File: src/rtl/mcc_pkg.sv
package mcc_pkg;
  localparam int ST_W = 4;

  typedef enum logic [ST_W-1:0] {
    S_FETCH  = 4'd0,
    S_DECODE = 4'd1,
    S_ADDR   = 4'd2,
    S_RDMEM  = 4'd3,
    S_LDWB   = 4'd4,
    S_WRMEM  = 4'd5,
    S_REXE   = 4'd6,
    S_RDONE  = 4'd7,
    S_BRANCH = 4'd8,
    S_JUMP   = 4'd9
  } state_t;

  typedef struct packed {
    logic       pc_wr;
    logic       pc_wr_cond;
    logic       ir_wr;
    logic       mem_rd;
    logic       mem_wr;
    logic       i_or_d;
    logic       reg_wr;
    logic       reg_dst;
    logic       mem_to_reg;
    logic       ext_op;
    logic       alu_src_a;
    logic [1:0] alu_src_b;
    logic [1:0] alu_op;
    logic [1:0] pc_src;
  } ctrl_t;

  localparam logic [1:0] SRCB_REG  = 2'b00;
  localparam logic [1:0] SRCB_FOUR = 2'b01;
  localparam logic [1:0] SRCB_IMM  = 2'b10;
  localparam logic [1:0] SRCB_IMM4 = 2'b11;
  localparam logic [1:0] ALU_ADD   = 2'b00;
  localparam logic [1:0] ALU_SUB   = 2'b01;
  localparam logic [1:0] ALU_FUNC  = 2'b10;
  localparam logic [1:0] PCS_ALU   = 2'b00;
  localparam logic [1:0] PCS_OUT   = 2'b01;
  localparam logic [1:0] PCS_JMP   = 2'b10;
endpackage

File: src/rtl/mcc_next_state.sv
module mcc_next_state
  import mcc_pkg::*;
#(
  parameter int OP_W = 6,
  parameter logic [OP_W-1:0] OP_RTYPE = 6'b000000,
  parameter logic [OP_W-1:0] OP_LOAD  = 6'b100011,
  parameter logic [OP_W-1:0] OP_STORE = 6'b101011,
  parameter logic [OP_W-1:0] OP_BEQ   = 6'b000100,
  parameter logic [OP_W-1:0] OP_JUMP  = 6'b000010
) (
  input  state_t            cur_st,
  input  logic [OP_W-1:0]   opcode,
  output state_t            nxt_st
);
  always_comb begin
    nxt_st = S_FETCH;
    unique case (cur_st)
      S_FETCH:  nxt_st = S_DECODE;
      S_DECODE: begin
        if      (opcode == OP_LOAD)  nxt_st = S_ADDR;
        else if (opcode == OP_STORE) nxt_st = S_ADDR;
        else if (opcode == OP_RTYPE) nxt_st = S_REXE;
        else if (opcode == OP_BEQ)   nxt_st = S_BRANCH;
        else if (opcode == OP_JUMP)  nxt_st = S_JUMP;
        else                         nxt_st = S_FETCH;
      end
      S_ADDR:   nxt_st = (opcode == OP_STORE) ? S_WRMEM : S_RDMEM;
      S_RDMEM:  nxt_st = S_LDWB;
      S_REXE:   nxt_st = S_RDONE;
      default:  nxt_st = S_FETCH;
    endcase
  end
endmodule

File: src/rtl/mcc_out_decode.sv
module mcc_out_decode
  import mcc_pkg::*;
(
  input  state_t cur_st,
  output ctrl_t  ctl
);
  always_comb begin
    ctl = '0;
    unique case (cur_st)
      S_FETCH: begin
        ctl.pc_wr     = 1'b1;
        ctl.ir_wr     = 1'b1;
        ctl.mem_rd    = 1'b1;
        ctl.alu_src_b = SRCB_FOUR;
        ctl.alu_op    = ALU_ADD;
        ctl.pc_src    = PCS_ALU;
      end
      S_DECODE: begin
        ctl.alu_src_b = SRCB_IMM4;
        ctl.ext_op    = 1'b1;
      end
      S_ADDR: begin
        ctl.alu_src_a = 1'b1;
        ctl.alu_src_b = SRCB_IMM;
        ctl.ext_op    = 1'b1;
      end
      S_RDMEM: begin
        ctl.mem_rd = 1'b1;
        ctl.i_or_d = 1'b1;
      end
      S_LDWB: begin
        ctl.reg_wr     = 1'b1;
        ctl.mem_to_reg = 1'b1;
      end
      S_WRMEM: begin
        ctl.mem_wr = 1'b1;
        ctl.i_or_d = 1'b1;
      end
      S_REXE: begin
        ctl.alu_src_a = 1'b1;
        ctl.alu_src_b = SRCB_REG;
        ctl.alu_op    = ALU_FUNC;
      end
      S_RDONE: begin
        ctl.reg_wr  = 1'b1;
        ctl.reg_dst = 1'b1;
      end
      S_BRANCH: begin
        ctl.alu_src_a  = 1'b1;
        ctl.alu_op     = ALU_SUB;
        ctl.pc_wr_cond = 1'b1;
        ctl.pc_src     = PCS_OUT;
      end
      S_JUMP: begin
        ctl.pc_wr  = 1'b1;
        ctl.pc_src = PCS_JMP;
      end
      default: ctl = '0;
    endcase
  end
endmodule

File: src/rtl/mc_ctrl_fsm.sv
module mc_ctrl_fsm
  import mcc_pkg::*;
#(
  parameter int OP_W = 6
) (
  input  logic            clk,
  input  logic            rst_n,
  input  logic [OP_W-1:0] opcode,
  input  logic            alu_zero,
  output logic            pc_wr,
  output logic            pc_wr_cond,
  output logic            pc_load,
  output logic            ir_wr,
  output logic            mem_rd,
  output logic            mem_wr,
  output logic            i_or_d,
  output logic            reg_wr,
  output logic            reg_dst,
  output logic            mem_to_reg,
  output logic            ext_op,
  output logic            alu_src_a,
  output logic [1:0]      alu_src_b,
  output logic [1:0]      alu_op,
  output logic [1:0]      pc_src
);
  state_t st_q, st_d;
  logic   live_q;
  ctrl_t  ctl_raw, ctl;

  mcc_next_state #(.OP_W(OP_W)) u_ns (
    .cur_st (st_q),
    .opcode (opcode),
    .nxt_st (st_d)
  );

  mcc_out_decode u_od (
    .cur_st (st_q),
    .ctl    (ctl_raw)
  );

  // run flag: clears asynchronously, sets on the first edge after release
  always_ff @(posedge clk or negedge rst_n) begin
    if (!rst_n) live_q <= 1'b0;
    else        live_q <= 1'b1;
  end

  // state register with explicit enable
  always_ff @(posedge clk or negedge rst_n) begin
    if (!rst_n)      st_q <= S_FETCH;
    else if (live_q) st_q <= st_d;
  end

  assign ctl = live_q ? ctl_raw : '0;

  assign pc_wr      = ctl.pc_wr;
  assign pc_wr_cond = ctl.pc_wr_cond;
  assign ir_wr      = ctl.ir_wr;
  assign mem_rd     = ctl.mem_rd;
  assign mem_wr     = ctl.mem_wr;
  assign i_or_d     = ctl.i_or_d;
  assign reg_wr     = ctl.reg_wr;
  assign reg_dst    = ctl.reg_dst;
  assign mem_to_reg = ctl.mem_to_reg;
  assign ext_op     = ctl.ext_op;
  assign alu_src_a  = ctl.alu_src_a;
  assign alu_src_b  = ctl.alu_src_b;
  assign alu_op     = ctl.alu_op;
  assign pc_src     = ctl.pc_src;
  assign pc_load    = ctl.pc_wr | (ctl.pc_wr_cond & alu_zero);

  AST_DECODE_AFTER_FETCH: assert property (@(posedge clk) disable iff (!rst_n)
    ir_wr |=> (ext_op && alu_src_b == SRCB_IMM4 && !ir_wr));
  AST_LOAD_WRITEBACK: assert property (@(posedge clk) disable iff (!rst_n)
    (mem_rd && i_or_d) |=> (reg_wr && mem_to_reg && !reg_dst));
  AST_RTYPE_RETURN: assert property (@(posedge clk) disable iff (!rst_n)
    (reg_wr && reg_dst) |=> ir_wr);
  AST_BRANCH_RETURN: assert property (@(posedge clk) disable iff (!rst_n)
    pc_wr_cond |=> ir_wr);
  AST_JUMP_RETURN: assert property (@(posedge clk) disable iff (!rst_n)
    (pc_wr && pc_src == PCS_JMP) |=> ir_wr);
  AST_STORE_RETURN: assert property (@(posedge clk) disable iff (!rst_n)
    mem_wr |=> (ir_wr && !mem_wr));
endmodule

File: config.mk
export PLATFORM = sky130hd
export DESIGN_NAME = mc_ctrl_fsm
export DESIGN_NICKNAME = d
export VERILOG_FILES = /design/src/rtl/mcc_pkg.sv /design/src/rtl/mcc_next_state.sv /design/src/rtl/mcc_out_decode.sv /design/src/rtl/mc_ctrl_fsm.sv
export SDC_FILE = /design/constraint.sdc
export NUM_CORES = 1
export LEC_CHECK = 0
export ABC_AREA = 1
export BUFFER_PORTS_ARGS = -buffer_cell sky130_fd_sc_hd__buf_2
export CORE_MARGIN = 2
export CORE_UTILIZATION = 25
export DETAILED_ROUTE_END_ITERATION = 16
export PLACE_DENSITY_LB_ADDON = 0.05
export SETUP_SLACK_MARGIN = 0.1
export SYNTH_ARGS = -nofsm -noshare
export SYNTH_HDL_FRONTEND = slang
export SYNTH_SLANG_ARGS = --single-unit
File: constraint.sdc
create_clock -name clk -period 1.2 [get_ports clk]
set_input_delay 0.18 -clock clk [delete_from_list [all_inputs] [get_ports clk]]
set_output_delay 0.18 -clock clk [all_outputs]
set_load 0.01 [all_outputs]
==> results.md, run 1 <==
- Status: finished with violations
- Failing checks: negative setup slack
- Proportion of layout cells with a drive suffix above 1: about half
- Mapped Nets: approximately 110
- Crit path launch type: register
- F_max: around 670 MHz
- Die ar.: approximately 2500 sq um
- Tcrit/Tclk final: 124%
- Dpl hpwl: around 1200 um
- Slowest stage delay, CP: 440 ps
- Cts bufs inserted: 3
- Detailed-route via count: roughly 700
- IO Count: 27
- Yosys reg bits: 5
- Leak: 0.000528 uW
- RSZ-0062 raised after global routing: true
- Placement row count: 16
- Chip Width: 50.2 um
- Req. time, crit path: approximately 1000 ps
- Area after DPL: between 700 and 800 sq um
- First-pass GRT wire length: approximately 2600 um
- CTS tree: yes
- Multi-input logic area: roughly 410 sq um
- Initial DRT Pass Iterations: 2
- Final Cell Area: around 910 sq um
- M1 WL: ~700 um
- CP max-delay cell: dfrtp_2
- Routed WL: 1500 um
- Cells after synthesis: 96
- Post-Syn Area: approximately 530 sq um
- Fin. Hold Viols: 0
- Register area: roughly 130 sq um
- Final setup violation count: 19
- Max layer used: met3
- Clk sinks: 5
- Clk root buf: clkbuf_4
- Sequential fraction of the synthesis area: 23.5%
- Top delay family on crit path: flip-flops
- Drt initial violations: 7
- Routed Antenna Nets: 0
- Warnings from Yosys: 0
- Total of max-cap violations: 0
- Initial Util: a little over a quarter
- Critical path type: register to output pin
- Placer Congestion: ~0.8
- Max Slew Vio Count: 0
- Setup TNS Final: -3520 ps
- Vias in the first global route: roughly 650
- Crit path DAT: ~1300 ps
- DRC viols: 0
- Clock Skew: ~1.0 ps
- Die height: 50.2 um
- Nets@finish: about 150
- Clock period minus worst slack: approximately 1500 ps
- Worst Path Buf+Inv: 2
- Worst Path Max Fanout: 6
- Inserted Diodes: 0
- Worst Hold Class: primary input to asynchronous set/reset pin
- Wirelength per Cell: between 9 and 10 um
- Clk buf depth: 2
- Initial antenna violation count: 0
- Grt total ovfl: 0
- Routed vias/inst: 4.23
- I/O Buffers: 26
- Mean post-synth cell area: around 5.6 sq um
- Routed length on met3: approximately 84 um
- CP endpoint kind: output pin
- Setup slack after layout: -287 ps
- Core Area: around 2000 sq um
- Peak VDD IR: about 0.00059 V
- Fin util: a little under half
- Met2 wire len: 713 um
- CTS H-tree depth: 1
- Clock Latency Late Sink: about 230 ps
- Clock transition at path regs: 40 ps
- Total track usage: 12.8%
- PwrDens: between 900 and 1000 nW/um^2
- Largest net degree at the start of global routing: 7
- Synth-to-layout area growth: 71.1%
- CP Cell Sequence: inv_2, nand2_2, nor3_2, nor2_1, nand2_1, buf_2
- Unique masters post-synth: 17
- Final-layout fill cell count: 230
- Setup WS pre-CTS: -50.3 ps
## where the power goes
group	switching, uW	internal (uW)
logic	248	185
clock network	61.3	125
registers	19.9	188
total	329	498
## sequential cells by signal (all words and copies together), names as in the netlist
signal / flops
live_q: 1
st_q: 4
## per-layer routing
metal / vias to the layer above / track usage [%]
met4: 0 / 4.17
met3: 0 / 1.19
met1: 305 / 16.1
met5: - / 0
li1: 377 / -
met2: 20 / 22.6
## layout make-up
cell class	instances	share of cell area (%)
repair buffers	42	28.5
multi-input cells	73	44.9
inverters	15	6.17
flip-flops and latches	5	13.9
clock buffers	4	2.88
well taps	27	3.70
## per-stage QoR
| step | std cells | hold WS (ps) | power (uW) |
|---|---|---|---|
| global placement | 154 | 0.518 | 562 |
| finish | 166 | 291 | 827 |
| floorplan | 96 | -116 | 429 |
| global route | 166 | 292 | 901 |
| CTS | 163 | 277 | 787 |
| detailed placement | 154 | -0.716 | 558 |
## worst paths after layout
path | from | end | slack, ps | cells past startpoint
worst max-delay path | st_q[1] | pc_load | -290 | 6
worst min-delay path | rst_n | st_q[2] | 290 | 2
worst max register to register | st_q[0] | st_q[2] | -30 | 8
worst min register to register | st_q[2] | st_q[2] | 630 | 3
max in group asynchronous | rst_n | st_q[1] | 760 | 2
min in group clk | opcode[2] | st_q[3] | 380 | 5
## layout by cell type (no fill, tap or decap)
cell | synthesis | routed
buf_6 | 1 | 2
nor2_4 | 1 | 5
nand4_1 | 3 | 3
nand2_2 | 2 | 2
o21ai_0 | 4 | 2
inv_2 | 1 | 6
o21ai_1 | 0 | 1
conb_1 | 1 | 1
buf_4 | 2 | 13
nand3_2 | 0 | 1
a21oi_2 | 0 | 2
clkbuf_1 | 0 | 1
nand3_1 | 7 | 6
nor2_1 | 21 | 15
buf_2 | 0 | 26
dfrtp_2 | 0 | 1
dlygate4sd3_1 | 0 | 1
o21ai_2 | 0 | 1
nand2_1 | 27 | 24
dfrtp_1 | 5 | 4
clkbuf_4 | 0 | 3
inv_1 | 14 | 9
nand2_4 | 1 | 4
nor2_2 | 2 | 4
nor3_2 | 0 | 2
## Yosys cell counts
| cell | count | share of area (%) |
|---|---|---|
| a21oi_1 | 2 | 1.9 |
| buf_4 | 2 | 2.8 |
| buf_6 | 1 | 2.1 |
| conb_1 | 1 | 0.70 |
| dfrtp_1 | 5 | 23 |
| inv_1 | 14 | 9.9 |
| inv_2 | 1 | 0.70 |
| nand2_1 | 27 | 19 |
| nand2_2 | 2 | 2.3 |
| nand2_4 | 1 | 2.1 |
| nand3_1 | 7 | 6.6 |
| nand4_1 | 3 | 3.5 |
| nor2_1 | 21 | 15 |
| nor2_2 | 2 | 2.3 |
| nor2_4 | 1 | 2.1 |
| nor3_1 | 2 | 1.9 |
| o21ai_0 | 4 | 3.8 |
## repair_timing
action,in CTS,in global routing
pin swaps,3,11
setup endpoints to repair,21,22
buffers inserted,4,3
endpoints found under the hold margin,5,0
gates resized for setup,11,12
hold buffers,1,0
## cells by family (layout without fill, tap and decap cells)
kind of cell | Yosys count | in the layout | share of synthesized area [%]
AO/OA/AOI/OAI | 6 | 6 | 5.63
buffers and inverters | 18 | 61 | 15.5
other | 1 | 1 | 0.704
AND/OR/NAND/NOR | 66 | 66 | 54.7
flip-flops | 5 | 5 | 23.5
## worst reg2reg max path, cell delays in order (launching register included)
cell     delay [ps]
dfrtp_1         400
buf_4           150
nand2_1         130
nor2_4           50
buf_4           120
nor2_1          100
nand3_1          80
nand2_1          60
nand2_1          40
Power figures use the tool's default switching activity.
==> run 2: changes to the inputs <==
Settings changed: CORE_UTILIZATION 25 to 40.
==> run 2 against run 1 <==
The flow still finishes with violations (negative setup slack). First-iteration DRC count grew 71%. Worst hold slack is essentially flat. Flip-flop and latch count is the same. Count of clock-buffer cells in the layout is the same. Clock power shrank 2%. Die area shrank 35%. Clock skew grew 0.88 ps. Worst setup slack gained 24 ps. Final cell count shrank 8.4%. Sequential power is essentially flat. Global-route usage grew 7.3 points. Sequential share of layout area grew 0.92 points.
==> results.md, run 2 (synthesized netlist as in run 1, its figures left out) <==
- Status: finished with violations
- Failing checks: negative setup slack
- Cts bufs inserted: 3
- P_sw: ~320 uW
- Fin. Hold Viols: 0
- Clk buf depth: 2
- Comb power frac: between 50 and 60%
- Req. time, crit path: a little over 1000 ps
- CP endpoint kind: output pin
- Critical Path Start: st_q[3]
- First-pass GRT wire length: ~2200 um
- F_max: a little under 700 MHz
- PwrDens: between 900 and 1000 nW/um^2
- Clock period minus worst slack: roughly 1500 ps
- Routed Antenna Nets: 0
- Dpl hpwl: roughly 1100 um
- Worst Path Max Fanout: 6
- Top flop regs: st_q: 4 flops, live_q: 1 flops
- Setup slack after layout: -262 ps
- Clock Latency Late Sink: roughly 230 ps
- Last element of the critical path: pc_load
- Vias in the first global route: 557
- Path depth of the worst reg2reg path: 8
- Detailed-route via count: approximately 730
- Most frequent cells in the layout: nand2_1, buf_2, nor2_1
- RR Endpoint: st_q[2]
- Final Cell Area: around 850 sq um
- Chip Width: ~41 um
- CTS H-tree depth: 1
- Peak VDD IR: around 0.00080 V
- Clk root buf: clkbuf_4
- I/O Buffers: 26
- Inserted Diodes: 0
- Initial DRT Pass Iterations: 4
- DRC viols: 0
- Max Slew Vio Count: 0
- Worst Hold Class: primary input to asynchronous set/reset pin
- Core Area: about 1300 sq um
- Clk sinks: 5
- Grt total ovfl: 0
- Register area: about 130 sq um
- RSZ-0062 raised after global routing: true
- Initial Util: a little over two fifths
- Die height: roughly 40 um
- Critical path type: register to output pin
- Sw frac: about 39%
- IO Count: 27
- Commonest non-fill, non-tap cell in the layout: nand2_1
- Routed vias/inst: around 4.8
- Multi-input logic area: between 300 and 400 sq um
- Placement row count: 13
- Nets@finish: ~150
- Tcrit/Tclk final: 122%
- Synth-to-layout area growth: 58.9%
- Cell-internal power: a little over 500 uW
- Initial antenna violation count: 0
- Largest net degree at the start of global routing: 10
- Leak: 0.000507 uW
- CTS tree: yes
- Crit path launch type: register
- Clock Skew: approximately 1.9 ps
- Wirelength per Cell: a little under 10 um
- Final-layout fill cell count: roughly 120
- Total track usage: about a fifth
- Worst R2R Setup Slack: ~20 ps
- Most flops, register: st_q
- Clk pwr share: 22.4%
- R2R Path Start: st_q[3]
- Seq pwr share: around a quarter
- Crit path DAT: 1280 ps
- Routed WL: 1500 um
- Placer Congestion: around 0.73
- Clock transition at path regs: 40 ps
- Max reg flops: 4
- Final setup violation count: 18
- Die ar.: approximately 1600 sq um
- Proportion of layout cells with a drive suffix above 1: a little over two fifths
- Drt initial violations: 12
- Total of max-cap violations: 0
- Setup TNS Final: -3680 ps
- Area after DPL: around 700 sq um
run 2: layout make-up:
type | count | share of cell area (%)
multi-input cells | 73 | 43.3
repair buffers | 40 | 30.0
flip-flops and latches | 5 | 14.8
inverters | 15 | 6.65
clock buffers | 4 | 3.10
well taps | 15 | 2.22
run 2: how the worst min path moves through the flow:
stage,from,slack (ps),depth (start not counted),end
finish,rst_n,290,2,st_q[1]
global placement,rst_n,-5,1,st_q[2]
global route,rst_n,320,2,st_q[1]
CTS,rst_n,290,2,st_q[0]
detailed placement,rst_n,-2,1,st_q[3]
floorplan,rst_n,-120,0,live_q
run 2: power by group through the flow:
stage	Clock [uW]	Combinational [uW]	Sequential (uW)
after floorplan	0	221	208
after global placement	0	327	207
after detailed placement	0	329	209
after CTS	190	386	206
after global routing	198	478	209
final	183	430	207
run 2: routing by layer:
layer	up-vias	GRT usage (%)	routed length (um)	share of wire [%]
li1	377	-	-	-
met1	321	23.7	683	46
met2	27	36.5	718	48
met3	0	2.78	94	6.3
met4	0	6.67	0	0
met5	-	0	0	0
run 2: metrics by stage:
stage                     cells  power (uW)  setup slack (ps)  hold slack (ps)  utilization, %
after global routing        152         885              -380              323            66.8
after global placement      138         534              4.57            -5.09            55.3
after CTS                   148         782              -257              288            62.1
after detailed placement    138         538             -14.9            -2.04            55.3
final                       152         820              -262              291            66.8
after floorplan              96         429              20.2             -116               -
run 2: repair_timing:
item	CTS	global route
buffers inserted	5	4
hold buffers	1	0
endpoints found under the setup margin	21	22
cloned	0	0
gates resized for setup	4	7
hold endpoints to repair	5	0
pin swaps	1	3
run 2: critical path, stage by stage, from the launching register on:
cell and delay, ps:
dfrtp_1 390, inv_2 110, nand2_4 100, nor3_2 200, nor2_1 80, nand2_1 50
buf_2 120
==> run 3: changes to the inputs <==
Settings changed: CORE_AREA set to 2 2 39 41, CORE_MARGIN 2 to unset, CORE_UTILIZATION 40 to unset, DIE_AREA set to 0 0 41 43, GPL_ROUTABILITY_DRIVEN set to 1.
==> run 3 against run 2 <==
The flow still finishes with violations (negative setup slack). Power increased by 4.4%. Via count decreased by 0.41%. Cell area increased by 6.1%. Register-to-register slack got worse by 130 ps. Final cell count increased by 2.6%. Clock skew about the same. Critical path depth unchanged. Global-route usage decreased by 2.5 points. Wire length increased by 1.5%. First-iteration DRC count increased by 42%. Critical endpoint is now alu_src_a. Largest power group unchanged.
==> results.md, run 3 (synthesized netlist as in run 1, its figures left out) <==
- Crit path launch type: register
- Dpl hpwl: 1130 um
- Chip Width: approximately 41 um
- Fin. Hold Viols: 0
- Vias in the first global route: about 570
- Critical Path Start: st_q[0]
- Clock period minus worst slack: around 1500 ps
- Routed WL: between 1500 and 2000 um
- Total track usage: around 18%
- CP Cell Sequence: inv_2, nand2_2, nor2_2, o21ai_0, nand2_1, buf_2
- Sw frac: approximately 40%
- CTS tree: yes
- Drt initial violations: 17
- First-pass GRT wire length: roughly 2200 um
- Largest net degree at the start of global routing: 7
- Top flop regs: st_q: 4 flops, live_q: 1 flops
- Register area: 128 sq um
- Initial antenna violation count: 0
- Core Area: 1380 sq um
- Setup TNS Final: -3810 ps
- Most frequent cells in the layout: buf_2, nand2_1, nor2_1
- Clk sinks: 5
- P_sw: approximately 340 uW
- CTS H-tree depth: 1
- Final Cell Area: around 900 sq um
- Peak VDD IR: approximately 0.00075 V
- Routed Antenna Nets: 0
- IO Count: 27
- Final-layout fill cell count: about 140
- Detailed-route via count: between 700 and 800
- Worst Hold Class: primary input to asynchronous set/reset pin
- Leak: 0.000531 uW
- Non-Filler Instances: 156
- Failing checks: negative setup slack
- Clk root buf: clkbuf_4
- R2R Path Start: st_q[3]
- Grt total ovfl: 0
- Req. time, crit path: 1020 ps
- Nets@finish: 150
- Initial DRT Pass Iterations: 4
- Max reg flops: 4
- Multi-input logic area: roughly 400 sq um
- Worst Path Max Fanout: 5
- Cts bufs inserted: 3
- Max Slew Vio Count: 0
- Clock Skew: 1.94 ps
- Die height: ~43 um
- Synth-to-layout area growth: 68.5%
- Placer Congestion: 0.751
- Proportion of layout cells with a drive suffix above 1: slightly above 50%
- Placement row count: 14
- Most flops, register: st_q
- Inserted Diodes: 0
- Initial Util: between 30% and 40%
- Total of max-cap violations: 0
- Clk buf depth: 2
- F_max: roughly 670 MHz
- Clock Latency Late Sink: 230 ps
- RSZ-0062 raised after global routing: true
- Seq pwr share: 25.0%
- Die ar.: ~1800 sq um
- Tcrit/Tclk final: 124%
- Cell-internal power: between 500 and 600 uW
- Clk pwr share: roughly 22%
- Routed vias/inst: around 4.6
- CP endpoint kind: output pin
- Critical path type: register to output pin
- DRC viols: 0
- Area after DPL: ~730 sq um
- Final setup violation count: 22
- Placed cell count: 143
- Commonest non-fill, non-tap cell in the layout: buf_2
- Crit path DAT: ~1300 ps
- Comb power frac: ~53%
- Wirelength per Cell: 9.73 um
- Clock transition at path regs: 40 ps
- I/O Buffers: 26
- PwrDens: 953 nW/um^2
- Worst Path Buf+Inv: 2
- CP max-delay cell: dfrtp_2
- Slowest stage delay, CP: about 430 ps
- Setup slack after layout: -287 ps
- Status: finished with violations
- Top delay family on crit path: flip-flops
[run 3: power groups by stage]
stage | Clock, uW | Combinational [uW] | Sequential [uW]
after floorplan | 0 | 221 | 208
after global placement | 0 | 333 | 208
after detailed placement | 0 | 334 | 210
after CTS | 196 | 370 | 207
after global routing | 210 | 504 | 218
final | 186 | 455 | 214
[run 3: per-stage QoR]
stage / power, uW / setup slack, ps / util, % / hold slack (ps)
after detailed placement: 544 / -24.1 / 53.0 / -1.59
after CTS: 773 / -265 / 59.2 / 281
after floorplan: 429 / 20.2 / - / -116
after global routing: 932 / -374 / 64.9 / 296
after global placement: 542 / -23.8 / 53.0 / -2.56
final: 856 / -287 / 64.9 / 285
[run 3: worst paths after layout]
check / endpoint / slack, ps / depth (start not counted)
min in group clk: st_q[3] / 350 / 5
min: st_q[2] / 290 / 2
max reg2reg: st_q[2] / -110 / 9
min reg2reg: st_q[0] / 520 / 1
max: alu_src_a / -290 / 6
max in group asynchronous: live_q / 770 / 2
[run 3: timing repair]
| item | in CTS | in global routing |
|---|---|---|
| setup endpoints to repair | 21 | 22 |
| pin swaps | 1 | 5 |
| hold buffers | 1 | 0 |
| endpoints found under the hold margin | 5 | 0 |
| buffers inserted | 4 | 4 |
| gates resized for setup | 5 | 17 |
[run 3: area by class of cell]
class                   count  area share [%]
multi-input cells          73            44.6
repair buffers             43            29.8
flip-flops and latches      5            14.2
inverters                  15            6.27
clock buffers               4            2.92
well taps                  16            2.23
[run 3: per-layer routing]
metal  global-route usage (%)  share of wire (%)  vias up
li1                         -                  -      380
met1                     22.8                 43      320
met2                     29.1                 51       22
met3                     4.71                6.1        0
met4                     2.00                  0        0
met5                        0                  0        -
